### config.mk
export PLATFORM = sky130hd
export DESIGN_NAME = sckfix_clk_out
export DESIGN_NICKNAME = d
export VERILOG_FILES = /design/src/rtl/sckfix_pkg.sv /design/src/rtl/sckfix_edge_det.sv /design/src/rtl/sckfix_ctrl.sv /design/src/rtl/sckfix_drive.sv /design/src/rtl/sckfix_clk_out.sv
export SDC_FILE = /design/constraint.sdc
export NUM_CORES = 1
export LEC_CHECK = 0
export ABC_AREA = 1
export BUFFER_PORTS_ARGS = -buffer_cell sky130_fd_sc_hd__buf_2
export CAP_MARGIN = 10
export CORE_AREA = 2 2 39 41
export CTS_CLUSTER_SIZE = 20
export DETAILED_ROUTE_END_ITERATION = 8
export DIE_AREA = 0 0 41 43
export PLACE_DENSITY = 0.43
export SYNTH_ARGS = -nofsm -noshare
export SYNTH_HDL_FRONTEND = slang
export SYNTH_SLANG_ARGS = --single-unit
### constraint.sdc
create_clock -name clk -period 3.29 [get_ports clk]
set_clock_uncertainty 0.2 [all_clocks]
set_input_delay 0 -clock clk [delete_from_list [all_inputs] [get_ports clk]]
set_output_delay 0 -clock clk [all_outputs]
set_load 0.01 [all_outputs]
### src/rtl/sckfix_pkg.sv
package sckfix_pkg;

    typedef enum logic [1:0] {
        SCK_HOLD_LO = 2'd0,
        SCK_RUN     = 2'd1,
        SCK_HOLD_HI = 2'd2
    } sck_state_e;

    typedef struct packed {
        logic level;
        logic rise;
        logic fall;
    } baud_edge_t;

    function automatic sck_state_e target_state(input logic fix_mode,
                                                input logic sel_level,
                                                input logic run_en);
        if (fix_mode && sel_level) return SCK_HOLD_HI;
        if (run_en)                return SCK_RUN;
        return SCK_HOLD_LO;
    endfunction

    function automatic logic level_of(input sck_state_e st, input logic clk_level);
        case (st)
            SCK_RUN:     return clk_level;
            SCK_HOLD_HI: return 1'b1;
            default:     return 1'b0;
        endcase
    endfunction

endpackage

### src/rtl/sckfix_edge_det.sv
module sckfix_edge_det
    import sckfix_pkg::*;
#(
    parameter bit PREV_RESET = 1'b1
) (
    input  logic       clk,
    input  logic       rst,
    input  logic       level_i,
    output baud_edge_t edge_o
);
    logic prev_q;

    always_ff @(posedge clk) begin
        if (rst) prev_q <= PREV_RESET;
        else     prev_q <= level_i;
    end

    always_comb begin
        edge_o.level = level_i;
        edge_o.rise  = level_i & ~prev_q;
        edge_o.fall  = ~level_i & prev_q;
    end
endmodule

### src/rtl/sckfix_ctrl.sv
module sckfix_ctrl
    import sckfix_pkg::*;
(
    input  logic       clk,
    input  logic       rst,
    input  baud_edge_t edge_i,
    input  logic       fix_mode_i,
    input  logic       sel_level_i,
    input  logic       run_en_i,
    output sck_state_e next_o
);
    sck_state_e state_q;
    sck_state_e want;

    always_comb begin
        want   = target_state(fix_mode_i, sel_level_i, run_en_i);
        next_o = state_q;
        if (!fix_mode_i) begin
            next_o = want;
        end else if (want != state_q) begin
            case (state_q)
                SCK_RUN: begin
                    if (want == SCK_HOLD_LO && !edge_i.level) next_o = want;
                    if (want == SCK_HOLD_HI &&  edge_i.level) next_o = want;
                end
                SCK_HOLD_LO: if (edge_i.rise) next_o = want;
                SCK_HOLD_HI: if (edge_i.fall) next_o = want;
                default:     next_o = SCK_HOLD_LO;
            endcase
        end
    end

    always_ff @(posedge clk) begin
        if (rst) state_q <= SCK_HOLD_LO;
        else     state_q <= next_o;
    end
endmodule

### src/rtl/sckfix_drive.sv
module sckfix_drive
    import sckfix_pkg::*;
(
    input  logic       clk,
    input  logic       rst,
    input  sck_state_e next_i,
    input  logic       level_i,
    output logic       pin_o
);
    always_ff @(posedge clk) begin
        if (rst) pin_o <= 1'b0;
        else     pin_o <= level_of(next_i, level_i);
    end
endmodule

### src/rtl/sckfix_clk_out.sv
module sckfix_clk_out
    import sckfix_pkg::*;
#(
    parameter bit PREV_RESET = 1'b1
) (
    input  logic clk,
    input  logic rst,
    input  logic baud_clk_i,
    input  logic fix_mode_i,
    input  logic sel_level_i,
    input  logic run_en_i,
    output logic sck_o
);
    baud_edge_t edge_w;
    sck_state_e next_w;

    sckfix_edge_det #(.PREV_RESET(PREV_RESET)) u_edge (
        .clk     (clk),
        .rst     (rst),
        .level_i (baud_clk_i),
        .edge_o  (edge_w)
    );

    sckfix_ctrl u_ctrl (
        .clk         (clk),
        .rst         (rst),
        .edge_i      (edge_w),
        .fix_mode_i  (fix_mode_i),
        .sel_level_i (sel_level_i),
        .run_en_i    (run_en_i),
        .next_o      (next_w)
    );

    sckfix_drive u_drive (
        .clk     (clk),
        .rst     (rst),
        .next_i  (next_w),
        .level_i (edge_w.level),
        .pin_o   (sck_o)
    );
endmodule

==> results of run 1 <==
worst reg2reg max path, cell delays in order, from the launching register on:
cell,delay (ns)
dfxtp_1,0.38
nand2_1,0.08
o21ai_0,0.15
nand2_1,0.07
nand2_1,0.07
nand2_2,0.07
ha_1,0.28
or3_1,0.36
inv_1,0.05
synthesized netlist by cell type, drive strengths merged:
library cell	count	area (µm²)
dfxtp	4	80.1
a21oi	1	5.00
or2	2	12.5
nor2	8	37.5
nand2	12	50.1
nand4	1	6.26
o21ai	1	5.00
nand3	3	25.0
ha	2	25.0
inv	9	33.8
or3	1	6.26
repair_timing:
action | CTS | global route
buffers inserted | 0 | 0
hold endpoints to repair | 4 | 0
hold buffers | 6 | 0
sequential cells by signal, indices dropped and copies added (netlist names):
name and count:
u_edge.prev_q 1, u_drive.pin_o 1, u_ctrl.state_q 2
metal layers:
layer,vias up,global-route usage,share of wire
li1,163,-,-
met1,118,0.103,0.56
met2,6,0.103,0.38
met3,0,0.0471,0.053
met4,0,0.0200,0
met5,-,0,0
final timing paths:
kind	to	startpoint	cells past startpoint	slack [ns]
max reg2reg	u_drive.pin_o	u_ctrl.state_q[1]	8	1.52
min	u_drive.pin_o	fix_mode_i	5	0.08
max	u_drive.pin_o	run_en_i	9	0.97
min reg2reg	u_drive.pin_o	u_ctrl.state_q[0]	6	0.65
cell type report:
cell class	count	area share
sequential	4	0.191
multi-input combinational	31	0.412
clock buffer	3	0.0537
tap	16	0.0478
inverter	9	0.0806
timing repair buffer	12	0.215
power by group through the flow:
stage / Combinational (mW) / Clock (mW) / Sequential [mW]
final: 0.0274 / 0.0589 / 0.0524
after global routing: 0.0310 / 0.0661 / 0.0526
after CTS: 0.0279 / 0.0618 / 0.0524
after detailed placement: 0.0221 / 0 / 0.0531
after global placement: 0.0226 / 0 / 0.0532
after floorplan: 0.0141 / 0 / 0.0531
kinds of logic (layout without fill, tap and decap cells):
logic type,Yosys count,in the layout,synth area share
AND/OR/NAND/NOR,27,27,0.480
adder cells (fa/ha/maj),2,2,0.0873
AO/OA/AOI/OAI,2,2,0.0349
flip-flops,4,4,0.279
buffers and inverters,9,24,0.118
==> impl_metrics.tcl, run 1 <==
set metrics [dict create \
    run_status "completed" \
    power_frac_seq 0.378 \
    pre_cts_ws_ns 1.52 \
    syn_area_um2 287 \
    netlist_instances 44 \
    crit_family "buffers and inverters" \
    final.setup.worst_slack_ns 0.971 \
    rsz0062_at_grt "false" \
    powerDensity_nw_per_um2 331 \
    synth_warnings 0 \
    start_util 0.207 \
    io_buffers 6 \
    finalPower_mw 0.139 \
    regArea_um2 80.1 \
    switchingPower_mw 0.0332 \
    path_buf_inv 5 \
    synth.distinct_cells 15 \
    dieHeight_um 43 \
    dpl_cell_area_um2 337 \
    switching_share 0.239 \
    n_antenna_cell 0 \
    clock_tree.root_cell "clkbuf_4" \
    synth_fp_nets 52 \
    grt_pass1_wl_um 924 \
    final_area_um2 419 \
    finalHoldViolations 0 \
    ctsResizeCount 0 \
    drtIter0Drc 4 \
    critPathSlowestCell "dlygate4sd3_1" \
    crit_type "input pin to register" \
    worstPathCellList "dlygate4sd3_1, buf_2, or2_2, dlygate4sd3_1, nand2_2, inv_1, ha_1, or3_1, inv_1" \
    wire_per_inst_um 7.59 \
    detailed_place_hpwl_um 416 \
    die_w_um 41 \
    post-route-util 0.303 \
    arrival_ns 2.29 \
    cts_inserted_buffers 3 \
    grt_max_degree 7 \
    tns_ns 0 \
    drtPass1Iterations 4 \
    slew-limit-headroom 0.903 \
    fin_cells 75 \
    gp_congestion 0.678 \
    multiInputGateArea_um2 173 \
    dieArea_um2 1760 \
    coreArea_um2 1380 \
    cp-start-kind "input pin" \
    drc 0 \
    leakagePower_nw 0.237 \
    max_slew.worst_pin.slew_ns 0.146 \
    clock_latency_ns 0.23 \
    fillers 156 \
    fin_nets 69 \
    fin_crit_ns 2.32 \
    cpPeakStageDelay_ns 0.57 \
    final_common_cell "nand2_1" \
    cts.clk_slew.worst_paths_ns 0.03 \
    layout-drive-gt1-share 0.322 \
    dp_cells 66 \
    std_cell_rows 14 \
    cts.sinks 4 \
    hold_class "input pin to register" \
    final_max_slew_viol_count 0 \
    synth_seq_cells 4 \
    ant_nets 0 \
    ys_seq_area_frac 0.279 \
    hold_ws_ns 0.0845 \
    grtUsageTotal 0.0772 \
    critPathMaxFanout 3 \
    setup_viol 0 \
    power_frac_comb 0.197 \
    vdd_drop_max_uv 245 \
    grt_pass1_vias 251 \
    avgSynthCellArea_um2 6.51 \
    layout_common_cells "nand2_1 (10), inv_1 (8), dlygate4sd3_1 (6), buf_2 (6), nor2_1 (5)" \
    max_freq_mhz 431 \
    cts_tree "yes" \
    h-tree-depth 1 \
    synthToLayoutAreaGrowth_pct 46.3 \
    vias 287 \
    grt-ovfl-total 0 \
    cp-end-kind "register" \
    clkPwrFrac 0.425 \
    cts_buffer_depth 2 \
    min_period_over_period 0.705 \
    io_pins 7 \
    required_ns 3.26 \
    cap_violations 0 \
    wirelength_um 569 \
    viasPerCell 3.83 \
    antenna_found_initial 0 \
    intPower_mw 0.105 \
]
(Power assumes the default switching activity.)
==> run 2: changes to the inputs <==
--- a/config.mk
+++ b/config.mk
@@ -12,7 +12,7 @@
 export CTS_CLUSTER_SIZE = 20
 export DETAILED_ROUTE_END_ITERATION = 8
 export DIE_AREA = 0 0 41 43
-export PLACE_DENSITY = 0.43
+export PLACE_DENSITY = 0.44
 export SYNTH_ARGS = -nofsm -noshare
 export SYNTH_HDL_FRONTEND = slang
 export SYNTH_SLANG_ARGS = --single-unit
==> constraint.sdc (replaced) <==
create_clock -name clk -period 2 [get_ports clk]
set_clock_uncertainty 0.2 [all_clocks]
set_input_delay 0 -clock clk [delete_from_list [all_inputs] [get_ports clk]]
set_output_delay 0 -clock clk [all_outputs]
set_load 0.01 [all_outputs]
==> impl_metrics.tcl, run 2 (synthesized netlist as in run 1, its figures left out) <==
set metrics [dict create \
    run_status "completed" \
    viasPerCell 3.76 \
    cts_tree "yes" \
    power_frac_seq 0.376 \
    arrival_ns 1.83 \
    path_buf_inv 4 \
    critPathSlowestCell "dlygate4sd3_1" \
    max_slew.worst_pin.slew_ns 0.145 \
    grt_pass1_vias 237 \
    die_w_um 41 \
    grtUsageTotal 0.0723 \
    ctsResizeCount 0 \
    switchingPower_mw 0.0564 \
    clock_tree.root_cell "clkbuf_4" \
    finalHoldViolations 0 \
    crit_top_cell "nand2_1" \
    n_antenna_cell 0 \
    power_frac_comb 0.189 \
    tns_ns 0 \
    dieArea_um2 1760 \
    cts.clk_slew.worst_paths_ns 0.04 \
    std_cell_rows 14 \
    grt-ovfl-total 0 \
    rsz0062_at_grt "false" \
    grt_pass1_wl_um 841 \
    vdd_drop_max_uv 213 \
    crit_family "simple AND/OR/NAND/NOR gates" \
    clock_latency_ns 0.23 \
    max_freq_mhz 541 \
    pre_cts_ws_ns 0.229 \
    cp-end-kind "register" \
    h-tree-depth 1 \
    holdPathStages 5 \
    drc 0 \
    holdPathEnd "u_drive.pin_o" \
    postCtsSetupBuffers 0 \
    cap_violations 0 \
    fin_cells 74 \
    critPathMaxFanout 6 \
    detailed_place_hpwl_um 412 \
    cts.sinks 4 \
    layout_common_cells "nand2_1 (10), inv_1 (8), buf_2 (6)" \
    final_max_slew_viol_count 0 \
    r2r_cells 9 \
    intPower_mw 0.172 \
    min_period_over_period 0.924 \
    r2r_end "u_drive.pin_o" \
    dieHeight_um 43 \
    powerDensity_nw_per_um2 559 \
    cp-start-kind "input pin" \
    leakagePower_nw 0.234 \
    fin_crit_ns 1.85 \
    drtIter0Drc 1 \
    setup_viol 0 \
    wirelength_um 544 \
    slew-limit-headroom 0.903 \
    final.setup.worst_slack_ns 0.152 \
    crit_type "input pin to register" \
    cts_inserted_buffers 3 \
    dp_cells 66 \
    switching_share 0.247 \
    grt_max_degree 7 \
    rrSetupSlack_ns 0.24 \
    coreArea_um2 1380 \
    post-route-util 0.296 \
    drtPass1Iterations 4 \
    fin_nets 68 \
    io_buffers 6 \
    ant_nets 0 \
    wire_per_inst_um 7.35 \
    vias 278 \
    antenna_found_initial 0 \
    cpPeakStageDelay_ns 0.53 \
    layout-drive-gt1-share 0.328 \
    final_common_cell "nand2_1" \
    reg.largest.list "u_ctrl.state_q x2, u_drive.pin_o x1, u_edge.prev_q x1" \
    required_ns 1.98 \
    worstPathCellList "dlygate4sd3_1, buf_2, nor2_1, nand2_1, nand2_1, nand2_1, nand3_2, nand2_2, inv_1, ha_1, or3_1, inv_1" \
    fillers 157 \
    min_from "fix_mode_i" \
    io_pins 7 \
    gp_congestion 0.701 \
    cts_buffer_depth 2 \
    hold_class "input pin to register" \
    reg2reg_from "u_ctrl.state_q[0]" \
    largest_register "u_ctrl.state_q" \
    synthToLayoutAreaGrowth_pct 42.8 \
    clkPwrFrac 0.434 \
    start_util 0.207 \
    largest_reg_flops 2 \
]
## run 2: cell count changes in the layout (fill, tap and decap cells not counted), sizes merged
cell,delta
dlygate4sd3,-1
## run 2: worst max-delay path by stage
stage / endpoint / cells past startpoint / start / slack (ns)
after floorplan: u_drive.pin_o / 8 / u_ctrl.state_q[1] / 0.32
after global placement: u_drive.pin_o / 8 / u_ctrl.state_q[1] / 0.22
after detailed placement: u_drive.pin_o / 9 / u_ctrl.state_q[0] / 0.23
after CTS: u_drive.pin_o / 13 / baud_clk_i / 0.14
after global routing: u_drive.pin_o / 10 / baud_clk_i / 0.04
final: u_drive.pin_o / 12 / baud_clk_i / 0.15
## run 2: final cells by class
type | instances | area, µm² | share of cell area
clock buffer | 3 | 22.5 | 0.0550
tap | 16 | 20.0 | 0.0489
multi-input combinational | 31 | 173 | 0.422
inverter | 9 | 33.8 | 0.0826
timing repair buffer | 11 | 80.1 | 0.196
sequential | 4 | 80.1 | 0.196
## run 2: what timing repair did
action	4_1_cts	5_1_grt
hold buffers	5	0
hold endpoints to repair	4	0
endpoints found under the setup margin	0	0
## run 2: power by group through the flow
stage                     logic, mW  clock network, mW  registers, mW
after CTS                    0.0440              0.105         0.0861
after floorplan              0.0232                  0         0.0873
after detailed placement     0.0362                  0         0.0874
after global routing         0.0495              0.105         0.0867
after global placement       0.0369                  0         0.0876
final                        0.0433             0.0994         0.0861
## run 2: per-stage QoR
| step | power, mW | hold slack (ns) | instance area, µm² |
|---|---|---|---|
| finish | 0.229 | 0.0815 | 409 |
| global route | 0.241 | 0.132 | 409 |
| CTS | 0.235 | 0.0797 | 409 |
| detailed placement | 0.124 | 0.0187 | 337 |
| global placement | 0.124 | 0.0231 | 337 |
| floorplan | 0.111 | -0.133 | 287 |
## run 2: tightest hold or removal path, stage by stage
cell,delay (ns)
buf_2,0.13
nand2_2,0.09
ha_1,0.12
or3_1,0.09
inv_1,0.03
## run 2: metal layers
layer	track usage	up-vias	wire, µm
met3	0.0157	0	36
met4	0.0600	0	0
li1	-	161	-
met2	0.100	6	224
met1	0.0900	111	284
met5	0	-	0
==> run 3: changes to the inputs <==
--- a/config.mk
+++ b/config.mk
@@ -8,11 +8,13 @@
 export ABC_AREA = 1
 export BUFFER_PORTS_ARGS = -buffer_cell sky130_fd_sc_hd__buf_2
 export CAP_MARGIN = 10
+export CELL_PAD_IN_SITES_DETAIL_PLACEMENT = 0
+export CELL_PAD_IN_SITES_GLOBAL_PLACEMENT = 1
 export CORE_AREA = 2 2 39 41
 export CTS_CLUSTER_SIZE = 20
 export DETAILED_ROUTE_END_ITERATION = 8
 export DIE_AREA = 0 0 41 43
-export PLACE_DENSITY = 0.44
+export PLACE_DENSITY = 0.57
 export SYNTH_ARGS = -nofsm -noshare
 export SYNTH_HDL_FRONTEND = slang
 export SYNTH_SLANG_ARGS = --single-unit
==> constraint.sdc (replaced) <==
create_clock -name clk -period 1.6 [get_ports clk]
set_clock_uncertainty 0.2 [all_clocks]
set_input_delay 0 -clock clk [delete_from_list [all_inputs] [get_ports clk]]
set_output_delay 0 -clock clk [all_outputs]
set_load 0.01 [all_outputs]
==> impl_metrics.tcl, run 3 (synthesized netlist as in run 1, its figures left out) <==
set metrics [dict create \
    synthToLayoutAreaGrowth_pct 54.6 \
    grt_pass1_vias 302 \
    final_max_slew_viol_count 0 \
    finalHoldViolations 0 \
    wirelength_um 632 \
    gp_congestion 0.598 \
    io_pins 7 \
    path_buf_inv 2 \
    critPathSlowestCell "dfxtp_2" \
    dieArea_um2 1760 \
    grt_pass1_wl_mm 1.15 \
    fin_cells 76 \
    leakagePower_nw 0.240 \
    vias 313 \
    largest_register "u_ctrl.state_q" \
    detailed_place_hpwl_um 451 \
    std_cell_rows 14 \
    cap_violations 0 \
    grtUsageTotal 0.0983 \
    reg.largest.list "u_ctrl.state_q x2, u_drive.pin_o x1, u_edge.prev_q x1" \
    cts_tree "yes" \
    clock_latency_ns 0.24 \
    pre_cts_ws_ns -0.0795 \
    worstPathCellList "nor2_1, nand2_1, nand2_1, nand2_1, nand3_2, nand2_2, inv_2, ha_1, or3_1, inv_1" \
    hold_ws_ns 0.00770 \
    dieHeight_um 43 \
    hold_class "input pin to register" \
    powerDensity_nw_per_um2 668 \
    violations "negative setup slack" \
    crit_type "register to register" \
    viasPerCell 4.12 \
    max_slew.worst_pin.slew_ns 0.135 \
    drc 0 \
    ant_nets 0 \
    critPathCapture "u_drive.pin_o" \
    cpPeakStageDelay_ns 0.35 \
    path_depth 10 \
    cts_buffer_depth 2 \
    clock_tree.root_cell "clkbuf_4" \
    finalPower_mw 0.296 \
    drtPass1Iterations 3 \
    cts.sinks 4 \
    min_period_over_period 1.03 \
    setup_viol 1 \
    critPathMaxFanout 4 \
    r2r_end "u_drive.pin_o" \
    n_antenna_cell 0 \
    final_common_cell "nand2_1" \
    die_w_um 41 \
    run_status "finished, violations left" \
    cp-end-kind "register" \
    rsz0062_at_grt "true" \
    r2r_cells 10 \
    slew-limit-headroom 0.910 \
    fillers 166 \
    largest_reg_flops 2 \
    antenna_found_initial 0 \
    rrSetupSlack_ns -0.05 \
    coreArea_um2 1380 \
    grt-ovfl-total 0 \
    start_util 0.207 \
    fin_crit_ns 1.65 \
    final_area_um2 443 \
    cp-start-kind "register" \
    layout_common_cells "nand2_1 (9), buf_2 (6), inv_2 (5)" \
    final.setup.worst_slack_ns -0.0542 \
    drtIter0Drc 3 \
    cts_inserted_buffers 3 \
    layout-drive-gt1-share 0.550 \
    cp-startpoint "u_ctrl.state_q[0]" \
    dpl_cell_area_um2 362 \
    grt_max_degree 7 \
    wire_per_inst_um 8.32 \
    crit_family "simple AND/OR/NAND/NOR gates" \
    cts.clk_slew.worst_paths_ns 0.03 \
    vdd_drop_max_uv 413 \
    arrival_ns 1.63 \
    h-tree-depth 1 \
    max_freq_mhz 605 \
    io_buffers 6 \
    fin_nets 70 \
    crit_top_cell "nand2_1" \
    required_ns 1.58 \
    reg2reg_from "u_ctrl.state_q[0]" \
    dp_cells 69 \
]
run 3: changes by cell type in the layout (fill, tap and decap cells not counted), moves of 2 or more:
cell           before  now
dlygate4sd3_1       5    2
inv_1               8    4
dfxtp_1             4    2
buf_4               0    4
inv_2               1    5
run 3: worst min path at each step:
stage / startpoint / to / slack [ns] / cells after the start
2_1_floorplan: rst / u_ctrl.state_q[0] / -0.14 / 1
3_3_place_gp: rst / u_ctrl.state_q[1] / 0.009 / 2
3_5_place_dp: rst / u_ctrl.state_q[1] / 0.005 / 2
4_1_cts: baud_clk_i / u_drive.pin_o / 0.007 / 4
5_1_grt: baud_clk_i / u_drive.pin_o / 0.07 / 4
6_report: baud_clk_i / u_drive.pin_o / 0.008 / 4
run 3: worst register-to-register path, delay by kind of cell, from the launching register on:
family | cells | cell delay, ns
adder cells (fa/ha/maj) | 1 | 0.26
AND/OR/NAND/NOR | 7 | 0.70
buffers and inverters | 2 | 0.08
flip-flops | 1 | 0.35
run 3: layout make-up:
type,instances,area [µm²],share of cell area
Clock buffer,3,22.5,0.0508
Inverter,9,33.8,0.0763
Timing Repair Buffer,13,91.3,0.206
Sequential cell,4,85.1,0.192
Multi-Input combinational cell,31,190,0.429
Tap cell,16,20.0,0.0452
run 3: timing repair:
item / CTS / global route
setup buffers: 2 / 0
endpoints found under the setup margin: 1 / 1
hold buffers: 2 / 0
gates resized for setup: 8 / 0
cloned: 0 / 0
pin swaps: 8 / 1
endpoints found under the hold margin: 4 / 0
run 3: report_power, final:
| group | total (mW) | internal [mW] | switching [mW] |
|---|---|---|---|
| logic | 0.0630 | 0.0314 | 0.0316 |
| clock network | 0.125 | 0.0839 | 0.0415 |
| registers | 0.107 | 0.104 | 0.00375 |
run 3: per-stage QoR:
stage                TNS, ns  utilization
floorplan           -0.00573            -
CTS                  -0.0622        0.320
detailed placement   -0.0795        0.261
global placement     -0.0881        0.261
global route          -0.185        0.320
finish               -0.0542        0.320
run 3: layer usage:
metal  GRT usage  vias to the layer above  wire length, µm
met5           0                        -                0
met4      0.0200                        0                0
met2       0.141                        7              323
li1            -                      166                -
met1       0.122                      140              266
met3      0.0628                        0               42
